--- src/rtl/z80tap_pkg.sv ---
package z80tap_pkg;
    localparam int ADDR_W = 16;
    localparam int DATA_W = 8;
    localparam int STAT_W = 4;

    // synchronized view of the CPU bus; order fixes the synchronizer packing
    typedef struct packed {
        logic              cpu_clk;
        logic              mreq_n;
        logic              iorq_n;
        logic              rfsh_n;
        logic              m1_n;
        logic              wr_n;
        logic [ADDR_W-1:0] addr;
        logic [DATA_W-1:0] data;
    } zbus_t;

    localparam int BUS_W = $bits(zbus_t);

    // status: [3]=/WR [2]=/IORQ [1]=/RFSH [0]=/M1
    typedef struct packed {
        logic [ADDR_W-1:0] addr;
        logic [DATA_W-1:0] data;
        logic [STAT_W-1:0] status;
    } tap_rec_t;
endpackage

--- src/rtl/z80tap_sync.sv ---
module z80tap_sync #(
    parameter int W      = 8,
    parameter int STAGES = 2
) (
    input  logic         clk,
    input  logic         rst_n,
    input  logic [W-1:0] din,
    output logic [W-1:0] dout
);
    typedef logic [STAGES-1:0][W-1:0] chain_t;

    chain_t chain_d, chain_q;

    always_comb begin
        chain_d[0] = din;
        for (int i = 1; i < STAGES; i++) begin
            chain_d[i] = chain_q[i-1];
        end
    end

    always_ff @(posedge clk or negedge rst_n) begin
        if (!rst_n) chain_q <= '1;
        else        chain_q <= chain_d;
    end

    assign dout = chain_q[STAGES-1];
endmodule

--- src/rtl/z80tap_hold.sv ---
module z80tap_hold
    import z80tap_pkg::*;
(
    input  logic              clk,
    input  logic              rst_n,
    input  logic              rise_only,
    input  logic              cpu_clk_s,
    input  logic [ADDR_W-1:0] addr_s,
    input  logic [DATA_W-1:0] data_s,
    input  logic [STAT_W-1:0] status_s,
    output tap_rec_t          held
);
    typedef struct packed {
        logic     clk_prev;
        tap_rec_t hold;
    } hold_state_t;

    hold_state_t st_d, st_q;
    logic        rise_edge, fall_edge, take;

    always_comb begin
        st_d          = st_q;
        rise_edge     = cpu_clk_s & ~st_q.clk_prev;
        fall_edge     = ~cpu_clk_s & st_q.clk_prev;
        take          = rise_edge | (fall_edge & ~rise_only);
        st_d.clk_prev = cpu_clk_s;
        if (take) begin
            st_d.hold.addr   = addr_s;
            st_d.hold.data   = data_s;
            st_d.hold.status = status_s;
        end
    end

    always_ff @(posedge clk or negedge rst_n) begin
        if (!rst_n) st_q <= '0;
        else        st_q <= st_d;
    end

    assign held = st_q.hold;

    // in rising-only mode a low CPU clock never updates the holding register
    assert_rise_only_quiet_R2: assert property (@(posedge clk) disable iff (!rst_n)
        (rise_only && !cpu_clk_s) |=> $stable(held));

    // a rising CPU clock edge always parks the bus
    assert_rise_parks_R2: assert property (@(posedge clk) disable iff (!rst_n)
        (cpu_clk_s && !$past(cpu_clk_s)) |=> (held.addr == $past(addr_s)));
endmodule

--- src/rtl/z80tap_commit.sv ---
module z80tap_commit
    import z80tap_pkg::*;
(
    input  logic     clk,
    input  logic     rst_n,
    input  logic     drop_refresh,
    input  logic     mreq_s,
    input  logic     iorq_s,
    input  logic     rfsh_s,
    input  tap_rec_t held,
    input  logic     rec_ready,
    input  logic     ovf_clear,
    output logic     rec_valid,
    output tap_rec_t rec,
    output logic     ovf
);
    typedef struct packed {
        logic     mreq_prev;
        logic     iorq_prev;
        logic     valid;
        tap_rec_t rec;
        logic     ovf;
    } commit_state_t;

    commit_state_t st_d, st_q;
    logic          strobe_end, keep, slot_free;

    always_comb begin
        st_d           = st_q;
        st_d.mreq_prev = mreq_s;
        st_d.iorq_prev = iorq_s;
        strobe_end     = (mreq_s & ~st_q.mreq_prev) | (iorq_s & ~st_q.iorq_prev);
        keep           = strobe_end & ~(drop_refresh & ~rfsh_s);
        slot_free      = ~st_q.valid | rec_ready;

        if (st_q.valid && rec_ready) st_d.valid = 1'b0;
        if (ovf_clear)               st_d.ovf   = 1'b0;

        if (keep) begin
            if (slot_free) begin
                st_d.valid = 1'b1;
                st_d.rec   = held;
            end else begin
                st_d.ovf   = 1'b1;
            end
        end
    end

    always_ff @(posedge clk or negedge rst_n) begin
        if (!rst_n) begin
            st_q           <= '0;
            st_q.mreq_prev <= 1'b1;
            st_q.iorq_prev <= 1'b1;
        end else begin
            st_q <= st_d;
        end
    end

    assign rec_valid = st_q.valid;
    assign rec       = st_q.rec;
    assign ovf       = st_q.ovf;

    // a new record only ever follows a strobe trailing edge
    assert_commit_source_R3: assert property (@(posedge clk) disable iff (!rst_n)
        $rose(rec_valid) |-> $past(strobe_end));

    // a refresh commit with filtering on leaves the output empty
    assert_refresh_drop_R5: assert property (@(posedge clk) disable iff (!rst_n)
        (strobe_end && drop_refresh && !rfsh_s && !rec_valid) |=> !rec_valid);

    // a pending record is frozen until accepted
    assert_hold_record_R6: assert property (@(posedge clk) disable iff (!rst_n)
        (rec_valid && !rec_ready) |=> (rec_valid && $stable(rec)));

    // a commit into an occupied slot raises the flag
    assert_no_overflow_R7: assert property (@(posedge clk) disable iff (!rst_n)
        (keep && rec_valid && !rec_ready) |=> ovf);

    // the flag only falls through a clear pulse
    assert_ovf_sticky_R8: assert property (@(posedge clk) disable iff (!rst_n)
        (ovf && !ovf_clear) |=> ovf);

    // commit meeting acceptance is taken without overflow
    assert_accept_commit_R9: assert property (@(posedge clk) disable iff (!rst_n)
        (keep && rec_valid && rec_ready && !ovf && !ovf_clear) |=> (rec_valid && !ovf));
endmodule

--- src/rtl/z80_bus_tap.sv ---
module z80_bus_tap
    import z80tap_pkg::*;
#(
    parameter int SYNC_STAGES = 2
) (
    input  logic              clk,
    input  logic              rst_n,
    input  logic              cfg_rise_only,
    input  logic              cfg_drop_refresh,
    input  logic              ovf_clear,
    input  logic              z_clk,
    input  logic              z_mreq_n,
    input  logic              z_iorq_n,
    input  logic              z_rfsh_n,
    input  logic              z_m1_n,
    input  logic              z_wr_n,
    input  logic [ADDR_W-1:0] z_addr,
    input  logic [DATA_W-1:0] z_data,
    input  logic              rec_ready,
    output logic              rec_valid,
    output logic [ADDR_W-1:0] rec_addr,
    output logic [DATA_W-1:0] rec_data,
    output logic [STAT_W-1:0] rec_status,
    output logic              ovf_flag
);
    zbus_t             bus_raw, bus_s;
    logic [BUS_W-1:0]  bus_sync;
    logic [STAT_W-1:0] status_s;
    tap_rec_t          held, rec;

    always_comb begin
        bus_raw.cpu_clk = z_clk;
        bus_raw.mreq_n  = z_mreq_n;
        bus_raw.iorq_n  = z_iorq_n;
        bus_raw.rfsh_n  = z_rfsh_n;
        bus_raw.m1_n    = z_m1_n;
        bus_raw.wr_n    = z_wr_n;
        bus_raw.addr    = z_addr;
        bus_raw.data    = z_data;
    end

    z80tap_sync #(.W(BUS_W), .STAGES(SYNC_STAGES)) u_sync (
        .clk  (clk),
        .rst_n(rst_n),
        .din  (bus_raw),
        .dout (bus_sync)
    );

    assign bus_s    = zbus_t'(bus_sync);
    assign status_s = {bus_s.wr_n, bus_s.iorq_n, bus_s.rfsh_n, bus_s.m1_n};

    z80tap_hold u_hold (
        .clk      (clk),
        .rst_n    (rst_n),
        .rise_only(cfg_rise_only),
        .cpu_clk_s(bus_s.cpu_clk),
        .addr_s   (bus_s.addr),
        .data_s   (bus_s.data),
        .status_s (status_s),
        .held     (held)
    );

    z80tap_commit u_commit (
        .clk         (clk),
        .rst_n       (rst_n),
        .drop_refresh(cfg_drop_refresh),
        .mreq_s      (bus_s.mreq_n),
        .iorq_s      (bus_s.iorq_n),
        .rfsh_s      (bus_s.rfsh_n),
        .held        (held),
        .rec_ready   (rec_ready),
        .ovf_clear   (ovf_clear),
        .rec_valid   (rec_valid),
        .rec         (rec),
        .ovf         (ovf_flag)
    );

    assign rec_addr   = rec.addr;
    assign rec_data   = rec.data;
    assign rec_status = rec.status;

    // nothing is offered in the cycle right after reset release
    assert_reset_idle_R1: assert property (@(posedge clk)
        $rose(rst_n) |-> (!rec_valid && !ovf_flag));
endmodule

--- config.mk ---
export PLATFORM = sky130hd
export DESIGN_NAME = z80_bus_tap
export DESIGN_NICKNAME = d
export VERILOG_FILES = /design/src/rtl/z80tap_pkg.sv /design/src/rtl/z80tap_sync.sv /design/src/rtl/z80tap_hold.sv /design/src/rtl/z80tap_commit.sv /design/src/rtl/z80_bus_tap.sv
export SDC_FILE = /design/constraint.sdc
export NUM_CORES = 1
export LEC_CHECK = 0
export BUFFER_PORTS_ARGS = -buffer_cell sky130_fd_sc_hd__buf_2
export CORE_MARGIN = 4
export CORE_UTILIZATION = 30
export CTS_CLUSTER_DIAMETER = 200
export DETAILED_ROUTE_END_ITERATION = 12
export RECOVER_POWER = 50
export SLEW_MARGIN = 20
export SYNTH_ARGS = -nofsm -noshare
export SYNTH_HDL_FRONTEND = slang
export SYNTH_SLANG_ARGS = --single-unit
export TNS_END_PERCENT = 30
--- constraint.sdc ---
create_clock -name clk -period 1.4 [get_ports clk]
set_input_delay 0.07 -clock clk [delete_from_list [all_inputs] [get_ports clk]]
set_output_delay 0.07 -clock clk [all_outputs]
set_load 0.01 [all_outputs]
Word-level counts from Yosys, hierarchy flattened
Cells that the tools add are included.
{"block": "totals", "out_inout_bits": 30, "mem_count": 0, "rom_bits": 0, "reg_bits": 121, "elab_cells": 38, "mem_bits_rw": 0, "in_bits": 36, "latchBits": 0}
{"block": "classes", "mux": 5, "n_bitwise": 18, "n_lt_le_gt_ge": 0, "eq_ne": 0, "n_addsub": 0, "n_div": 0, "shift": 0, "multipliers": 0, "n_reduce_logical": 2}
{"operator": "two-way mux 30 bit", "count": 1}
{"operator": "two-way mux 29 bit", "count": 1}
{"operator": "inverter 1 bit", "count": 8}
{"operator": "bitwise AND 1 bit", "count": 7}
{"operator": "two-way mux 1 bit", "count": 3}
{"operator": "OR 1 bit", "count": 3}
{"operator": "AND reduction 2 bit", "count": 1}
{"operator": "logical AND 1 bit", "count": 1}

Depth between registers and ports, before layout
Gate-level depths: netlist of run 1.
{"block": "depth", "depth_word": 5, "ltp_mapped": 4, "ltp_nobuf": 3}

Hierarchy
From an unflattened synthesis of run 1, not the netlist that was laid out.
{"block": "unflattened", "hier_cells": 249, "hier_area_um2": 4370.4}
{"mod": "z80tap_sync", "area_each_um2": 1576.5, "seq_area_each_um2": 1576.5, "instances": 1, "cells_per_inst": 60}
{"mod": "z80tap_commit", "area_each_um2": 1491.4, "seq_area_each_um2": 803.3, "instances": 1, "cells_per_inst": 100}
{"mod": "z80tap_hold", "area_each_um2": 1302.5, "seq_area_each_um2": 725.7, "instances": 1, "cells_per_inst": 89}

Worst setup path before layout of run 1
No wires, ideal clock.
{"block": "synth_path", "path_kind": "register to register", "startpoint": "register u_sync.chain_q, in the netlist u_sync.dout[29]", "endpoint": "register u_hold.st_q, in the netlist u_hold.held[10]", "arrival_time_ps": 1423, "stages_incl_launch_ff": 4, "n_path_buf": 1, "slack_ps": -148, "setup_ps": 125, "synth_period_minus_slack_ps": 1548, "required_time_ps": 1275, "cell_sequence": "dfstp_2 > mux2i_4 > buf_6 > mux2_2"}
{"block": "synth_between", "elab_chain_cells": 4, "elab_cells_between_ends": 5, "cone_classes": "bitwise (5)"}
{"element": "start, declared", "line": "z80tap_sync.sv:12", "source": "chain_t chain_d, chain_q;"}
{"element": "start signal, assigned", "line": "z80tap_sync.sv:23", "source": "else chain_q <= chain_d;"}
{"element": "inverter 1 bit", "line": "z80tap_hold.sv:24", "source": "fall_edge = ~cpu_clk_s & st_q.clk_prev;"}
{"element": "bitwise AND 1 bit", "line": "z80tap_hold.sv:24"}
{"element": "bitwise AND 1 bit", "line": "z80tap_hold.sv:25", "source": "take = rise_edge | (fall_edge & ~rise_only);"}
{"element": "OR 1 bit (*)", "line": "z80tap_hold.sv:25"}
{"element": "end signal, assigned", "line": "z80tap_hold.sv:36", "source": "else st_q <= st_d;"}
{"element": "end, declared", "line": "z80tap_hold.sv:18", "source": "hold_state_t st_d, st_q;"}
Every way passes the cells marked *; elsewhere a longest branch is shown, timed or not.
A chain may end at the register's enable or synchronous reset.

Worst setup path in the final report of run 1
{"block": "layout_path", "startpoint": "register u_sync.chain_q, in the netlist u_sync.dout[29]", "endpoint": "register u_hold.st_q, in the netlist u_hold.held[1]"}
Same word-level chain as after synthesis.

==> flow_metrics.tcl, run 1 <==
set metrics [dict create \
    numPortBuffers 65 \
    cp_cell_sequence "mux2i_4 > buf_12 > clkbuf_16 > mux2_4" \
    synth_common_cells "dfstp_2 (62), dfrtp_1 (59), mux2_2 (53), buf_4 (28), buf_6 (4)" \
    end_kind "register" \
    p_clk_share_pct 40.8 \
    setup_violations 56 \
    relSlewSlack_pct 28.5 \
    synth_seq_area_share_pct 76.0 \
    maxCapViolCount 0 \
    clock_latency_ns 0.41 \
    crit_fanout 7 \
    rsz0062_at_grt "yes" \
    die_w_um 125 \
    synthesis.nets 256 \
    arrival_ns 1.83 \
    firstDrtPassIters 3 \
    routed_wl_um 7000 \
    async_reset_ff_share_pct 100 \
    drive_gt1_share_pct 65.5 \
    ys_ff_latch 121 \
    ys_types 15 \
    clk_path_buf_depth 2 \
    hold_class "input pin to register" \
    die-area_mm2 0.0156 \
    finalHoldViolations 0 \
    avgSynthCellArea_um2 18.6 \
    seqPwrFrac_pct 44.7 \
    grt_first_pass_wirelength_um 11600 \
    synth_edf_count 0 \
    grt_overflow 0 \
    timing.final.ws_setup_ns -0.147 \
    required_ns 1.69 \
    status "finished with violations" \
    crit_slowest_cell "dfstp_2" \
    cts_sinks 121 \
    synth_most_common_cell "dfstp_2" \
    boundaryPins 66 \
    tightest_slew_ns 1.07 \
    p_leak_uw 0.00256 \
    grt_max_degree 122 \
    drt_iter0_drc 47 \
    cts_made_buffers 17 \
    ys.flop_type "dfstp_2" \
    core-area_mm2 0.0133 \
    diodes 0 \
    synth_area_leaders "dfstp_2 (40%), dfrtp_1 (36%), mux2_2 (15%)" \
    p_int_uw 7410 \
    slew_viol_final 0 \
    powerDensity_mw_per_mm2 1720 \
    grt_pass1_vias 2138 \
    routedWlPerCell_um 14.0 \
    critPathKind "register to register" \
    max_freq_ghz 0.646 \
    post_dp_cell_area_mm2 0.00448 \
    ys_warn_count 0 \
    rows 42 \
    max_stage_delay_ns 0.56 \
    place_congestion 0.649 \
    combPwrFrac_pct 14.5 \
    violations "negative setup slack" \
    antenna_found_initial 0 \
    finalCritPeriodShare_pct 110 \
    period_needed_ns 1.55 \
    skew_ns 0.00669 \
    grt_usage_pct 9.69 \
    cts_tree "done" \
    fin_area_mm2 0.00561 \
    yosysTopAreaCellShare_pct 39.9 \
    synth_top_area_cell "dfstp_2" \
    clockRootBuffer "clkbuf_16" \
    route.antenna.remaining_nets 0 \
    dp_hpwl_um 3880 \
    vias 1970 \
    clk_pin_slew_ns 0.05 \
    drt_drc_violations_left 0 \
    initial_core_util_pct 30.7 \
    fin_nets 348 \
    synth_area_mm2 0.00409 \
    synthCells 220 \
    h-tree-depth 4 \
    cp-start-kind "register" \
    irDropWorstVdd_v 0.000602 \
    syn_to_final_growth_pct 37.2 \
    p_sw_share_pct 22.9 \
    dieHeight_um 125 \
    hold_slack_ns 0.0329 \
    vias_per_cell 3.93 \
    p_switching_uw 2200 \
]
flip-flops by register name, indices dropped and copies added (netlist names):
signal,cells
u_commit.rec_valid,1
u_sync.chain_d,30
u_hold.held,28
u_commit.rec,28
u_sync.dout,30
u_hold.st_q,1
u_commit.st_q,2
u_commit.ovf,1
cells in the final DEF (no fill, tap or decap), drive strengths merged:
cell / Yosys / layout
dfrtp: 59 / 59
mux2: 56 / 56
nor2b: 2 / 2
dfstp: 62 / 62
o22ai: 1 / 1
clkinv: 0 / 6
nand2b: 3 / 3
inv: 1 / 1
mux2i: 1 / 1
bufinv: 0 / 1
o21ai: 1 / 1
buf: 32 / 63
clkbuf: 0 / 33
nand2: 1 / 1
clkinvlp: 0 / 2
dlygate4sd3: 0 / 32
o211ai: 1 / 1
layer usage:
metal / share of wire, % / vias to the layer above / global-route usage, % / wire length [µm]
met5: 0 / - / 0 / 0
met1: 45 / 1009 / 11.9 / 3170
li1: - / 893 / - / -
met3: 6.3 / 16 / 5.19 / 442
met2: 46 / 52 / 13.7 / 3210
met4: 2.6 / 0 / 5.03 / 180
layout make-up:
cell class | instances | area (µm²)
clock buffers | 23 | 468
clock inverters | 9 | 75.1
fillers | 1206 | 7690
inverters | 1 | 3.75
multi-input cells | 66 | 933
flip-flops and latches | 121 | 3110
well taps | 176 | 220
repair buffers | 105 | 801
logic make-up after synthesis:
logic type | count (synthesis) | share of synthesized area [%]
buffers and inverters | 33 | 6.34
DFF | 121 | 76.0
and+or+nand+nor | 6 | 0.918
AOI/OAI and AO/OA | 3 | 0.796
muxes | 57 | 16.0
what timing repair did:
item / in CTS / in global routing
resized for setup: 33 / 23
cloned: 0 / 2
endpoints found under the hold margin: 90 / 0
pin swaps: 1 / 0
setup endpoints to repair: 56 / 56
hold buffers: 32 / 0
buffers inserted: 0 / 1
power by group through the flow:
| stage | clock, µW | combinational, µW | sequential (µW) |
|---|---|---|---|
| floorplan | 0 | 939 | 4250 |
| global placement | 0 | 1040 | 4320 |
| detailed placement | 0 | 1070 | 4340 |
| CTS | 4060 | 1300 | 4310 |
| global route | 4230 | 1510 | 4370 |
| finish | 3920 | 1390 | 4300 |
worst paths after layout:
check,from,to,slack (ns),cells past startpoint
hold / removal,rec_ready,u_commit.rec_valid,0.03,3
max in group asynchronous,rst_n,u_hold.held[23],0.20,3
setup / recovery,u_sync.dout[29],u_hold.held[1],-0.15,4
setup reg to reg,u_sync.dout[29],u_hold.held[1],-0.15,4
hold reg to reg,u_sync.chain_d[59],u_sync.dout[29],0.35,0
min in group asynchronous,rst_n,u_hold.held[20],0.46,3
through the flow:
step	instances	setup WS (ns)	setup TNS [ns]	power, µW	util, %
floorplan	220	-0.148	-5.04	5190	-
global placement	434	-0.0975	-3.95	5360	33.7
detailed placement	434	-0.132	-5.21	5410	33.7
CTS	498	-0.155	-6.28	9660	41.1
global route	501	-0.170	-7.67	10100	42.2
finish	501	-0.147	-5.93	9620	42.2
critical path: cells and delay by family, from the launching register on:
family	cells	cell delay [ns]
buf+inv	2	0.31
flops	1	0.56
mux	2	0.55
Power figures use the tool's default switching activity.
==> run 2, diff against run 1 <==
- REMOVE_ABC_BUFFERS: default -> 1
- SKIP_CTS_REPAIR_TIMING: default -> 1
- clock period: 1.4 -> 1.3 ns (I/O delays scaled with it)
==> flow_metrics.tcl, run 2 (synthesis results as in run 1) <==
set metrics [dict create \
    status "finished with violations" \
    violations "negative setup slack" \
    timing.final.ws_setup_ns -0.225 \
    p_leak_uw 0.00254 \
    finalHoldViolations 0 \
    core-area_mm2 0.0133 \
    combPwrFrac_pct 13.4 \
    drt_drc_violations_left 0 \
    end_kind "register" \
    r2r-end "u_hold.held[5]" \
    seq_area_mm2 0.00311 \
    powerDensity_mw_per_mm2 1940 \
    cts_tree "done" \
    crit_fanout 16 \
    vias 1962 \
    seqPwrFrac_pct 42.7 \
    setup_violations 56 \
    maxCapViolCount 0 \
    drt_iter0_drc 58 \
    grt_first_pass_wirelength_um 11100 \
    max_freq_ghz 0.656 \
    fill_cells 1173 \
    rrSetupSlack_ns -0.22 \
    numPortBuffers 65 \
    multiInputGateArea_um2 877 \
    place_congestion 0.672 \
    hold_slack_ns 0.0231 \
    dp_hpwl_um 4140 \
    final_cell_mix "dfstp_2 (61), buf_2 (60), dfrtp_1 (59)" \
    fin_util_pct 42.0 \
    cts_made_buffers 17 \
    period_needed_ns 1.52 \
    vias_per_cell 3.91 \
    tightest_slew_ns 0.535 \
    crit_slowest_cell "dfstp_2" \
    routed_wl_um 6920 \
    rows 42 \
    fin_setup_tns_ns -10.10 \
    clk_pin_slew_ns 0.05 \
    whs_path_depth 3 \
    fin_cells 502 \
    diodes 0 \
    cp_cell_sequence "mux2i_4 > buf_12 > mux2_2" \
    die-area_mm2 0.0156 \
    firstDrtPassIters 5 \
    r2r-start "u_sync.dout[29]" \
    min_from "rec_ready" \
    finalCritPeriodShare_pct 117 \
    final_common_cell "dfstp_2" \
    clock_latency_ns 0.41 \
    arrival_ns 1.81 \
    cts_sinks 121 \
    hold_class "input pin to register" \
    boundaryPins 66 \
    slew_viol_final 0 \
    irDropWorstVdd_v 0.00101 \
    route.antenna.remaining_nets 0 \
    routedWlPerCell_um 13.8 \
    critPathKind "register to register" \
    required_ns 1.59 \
    p_int_uw 8480 \
    rr_worst_depth 3 \
    place_inst 438 \
    dieHeight_um 125 \
    grt_overflow 0 \
    p_clk_share_pct 43.9 \
    p_total_uw 10800 \
    fin_nets 349 \
    grt_usage_pct 9.35 \
    skew_ns 0.0167 \
    grt_pass1_vias 2117 \
    syn_to_final_growth_pct 36.7 \
    antenna_found_initial 0 \
    clockRootBuffer "clkbuf_16" \
    p_switching_uw 2350 \
    relSlewSlack_pct 64.3 \
    rsz0062_at_grt "yes" \
    h-tree-depth 4 \
    min_to "u_commit.rec_valid" \
    die_w_um 125 \
    drive_gt1_share_pct 67.5 \
    cp-start-kind "register" \
    grt_max_degree 54 \
    max_stage_delay_ns 0.55 \
    initial_core_util_pct 30.7 \
    clk_path_buf_depth 2 \
    p_sw_share_pct 21.7 \
]
==> run 2: how the worst max path moves through the flow <==
| stage | start | slack, ns | cells after the start | endpoint |
|---|---|---|---|---|
| after floorplan | u_sync.dout[29] | -0.42 | 2 | u_hold.held[0] |
| after global placement | u_sync.dout[29] | -0.22 | 3 | u_hold.held[7] |
| after detailed placement | u_sync.dout[29] | -0.23 | 3 | u_hold.held[13] |
| after CTS | u_sync.dout[29] | -0.24 | 3 | u_hold.held[5] |
| after global routing | u_sync.dout[29] | -0.27 | 3 | u_hold.held[5] |
| final | u_sync.dout[29] | -0.22 | 3 | u_hold.held[5] |
==> run 2: cell type report <==
cell class / instances / area share, %
inverters: 1 / 0.0672
well taps: 176 / 3.94
clock inverters: 8 / 2.06
clock buffers: 24 / 8.98
flip-flops and latches: 121 / 55.6
multi-input cells: 66 / 15.7
repair buffers: 106 / 13.7
==> run 2: worst max-delay path, delay by kind of cell, from the launching register on <==
family	cells	cell delay, ns
DFF	1	0.55
muxes	2	0.66
buffers and inverters	1	0.20
==> run 2: metal layers <==
layer	routed length (µm)	global-route usage, %
met1	3260	11.4
met2	3160	13.4
met3	388	5.36
met4	104	4.26
met5	0	0
==> run 2: power by group through the flow <==
stage / Combinational (µW) / Clock, µW / Sequential (µW)
2_1_floorplan: 449 / 0 / 4740
3_3_place_gp: 1150 / 0 / 4660
3_5_place_dp: 1180 / 0 / 4660
4_1_cts: 1190 / 4900 / 4610
5_1_grt: 1570 / 5100 / 4700
6_report: 1450 / 4750 / 4630
==> run 2: per-stage QoR <==
| step | cell area (µm²) | setup slack, ns |
|---|---|---|
| final | 5590 | -0.225 |
| after global routing | 5590 | -0.271 |
| after CTS | 5140 | -0.244 |
| after detailed placement | 4520 | -0.233 |
| after global placement | 4520 | -0.222 |
| after floorplan | 3830 | -0.416 |
==> run 3, diff against run 2 <==
- CELL_PAD_IN_SITES_DETAIL_PLACEMENT: default -> 0
- CELL_PAD_IN_SITES_GLOBAL_PLACEMENT: default -> 1
- PLACE_DENSITY_LB_ADDON: default -> 0.1
- SETUP_SLACK_MARGIN: default -> 0.2
==> flow_metrics.tcl, run 3 (synthesis results as in run 1) <==
set metrics [dict create \
    min_from "rec_ready" \
    routedWlPerCell_um 13.7 \
    crit_fanout 20 \
    violations "negative setup slack" \
    vias 1993 \
    powerDensity_mw_per_mm2 1940 \
    route.antenna.remaining_nets 0 \
    dieHeight_um 125 \
    slew_viol_final 0 \
    numPortBuffers 65 \
    grt_max_degree 31 \
    boundaryPins 66 \
    die-area_mm2 0.0156 \
    irDropWorstVdd_v 0.00101 \
    grt_usage_pct 9.38 \
    rrSetupSlack_ns -0.20 \
    firstDrtPassIters 4 \
    hold_slack_ns 0.0171 \
    relSlewSlack_pct 51.6 \
    rows 42 \
    core-area_mm2 0.0133 \
    arrival_ns 1.79 \
    status "finished with violations" \
    cts_tree "done" \
    routed_wl_um 6870 \
    grt_overflow 0 \
    dp_hpwl_um 4130 \
    max_freq_ghz 0.666 \
    whs_path_depth 3 \
    tightest_slew_ns 0.726 \
    r2r-start "u_sync.dout[29]" \
    hold_class "input pin to register" \
    final_cell_mix "dfstp_2 (61), dfrtp_1 (59), buf_2 (58)" \
    timing.final.ws_setup_ns -0.201 \
    grt_pass1_vias 2005 \
    skew_ns 0.00600 \
    p_leak_uw 0.00242 \
    setup_violations 56 \
    r2r-end "u_hold.held[16]" \
    diodes 0 \
    clockRootBuffer "clkbuf_16" \
    h-tree-depth 4 \
    min_to "u_commit.rec_valid" \
    drt_drc_violations_left 0 \
    fin_setup_tns_ns -10.13 \
    cts_made_buffers 17 \
    final_common_cell "dfstp_2" \
    cts_sinks 121 \
    post-place-ws_ns -0.212 \
    clk_path_buf_depth 2 \
    initial_core_util_pct 30.7 \
    clk_pin_slew_ns 0.05 \
    cp-start-kind "register" \
    fill_cells 1215 \
    vias_per_cell 3.97 \
    drt_iter0_drc 90 \
    drive_gt1_share_pct 66.0 \
    multiInputGateArea_um2 796 \
    critPathKind "register to register" \
    rr_worst_depth 3 \
    place_congestion 0.662 \
    fin_cells 502 \
    clock_latency_ns 0.41 \
    end_kind "register" \
    syn_to_final_growth_pct 34.1 \
    grt_first_pass_wirelength_um 10700 \
    required_ns 1.59 \
    die_w_um 125 \
    maxCapViolCount 0 \
    place_inst 438 \
    finalHoldViolations 0 \
    worstSetupStartpoint "u_sync.dout[29]" \
    finalCritPeriodShare_pct 115 \
    period_needed_ns 1.50 \
    rsz0062_at_grt "yes" \
    antenna_found_initial 0 \
    fin_nets 349 \
    seq_area_mm2 0.00311 \
]
run 3: cell types whose count changed in the layout (fill, tap and decap cells not counted), moves of 2 or more:
| cell | change |
|---|---|
| mux2_1 | +2 |
| clkbuf_1 | +3 |
| buf_4 | +3 |
| mux2_4 | -23 |
| buf_6 | -3 |
| mux2_2 | +21 |
| clkbuf_8 | -2 |
| buf_2 | -2 |
run 3: metrics by stage:
step | cell area (µm²) | total power, µW | utilization (%)
detailed placement | 4520 | 5840 | 34.0
floorplan | 3830 | 5190 | -
global route | 5480 | 11100 | 41.2
CTS | 5120 | 10700 | 38.5
global placement | 4520 | 5820 | 34.0
finish | 5480 | 10600 | 41.2
run 3: how the worst max path moves through the flow:
stage,cells after the start,end,slack (ns)
after floorplan,2,u_hold.held[0],-0.42
after global placement,3,u_hold.held[5],-0.19
after detailed placement,3,u_hold.held[19],-0.21
after CTS,3,u_hold.held[0],-0.22
after global routing,3,u_hold.held[4],-0.24
final,3,u_hold.held[16],-0.20
run 3: area by class of cell:
class	count	area share (%)
timing repair buffer	106	13.8
inverter	1	0.0685
clock inverter	8	2.15
clock buffer	24	8.79
tap	176	4.02
sequential	121	56.7
multi-input combinational	66	14.5
run 3: power breakdown:
| group | internal (µW) | total (µW) | switching [µW] |
|---|---|---|---|
| Clock | 3150 | 4710 | 1560 |
| Sequential | 4360 | 4610 | 252 |
| Combinational | 751 | 1290 | 536 |
run 3: layer usage:
metal / vias up / GRT usage [%] / part of all wire (%)
li1: 898 / - / -
met1: 1027 / 11.5 / 46
met2: 54 / 13.0 / 47
met3: 14 / 4.67 / 5.3
met4: 0 / 6.00 / 2.4
met5: - / 0 / 0
run 3: worst max-delay path: stages, from the launching register on:
cell and delay [ns]:
dfstp_2 0.56, mux2i_4 0.26, buf_12 0.21, mux2_2 0.35
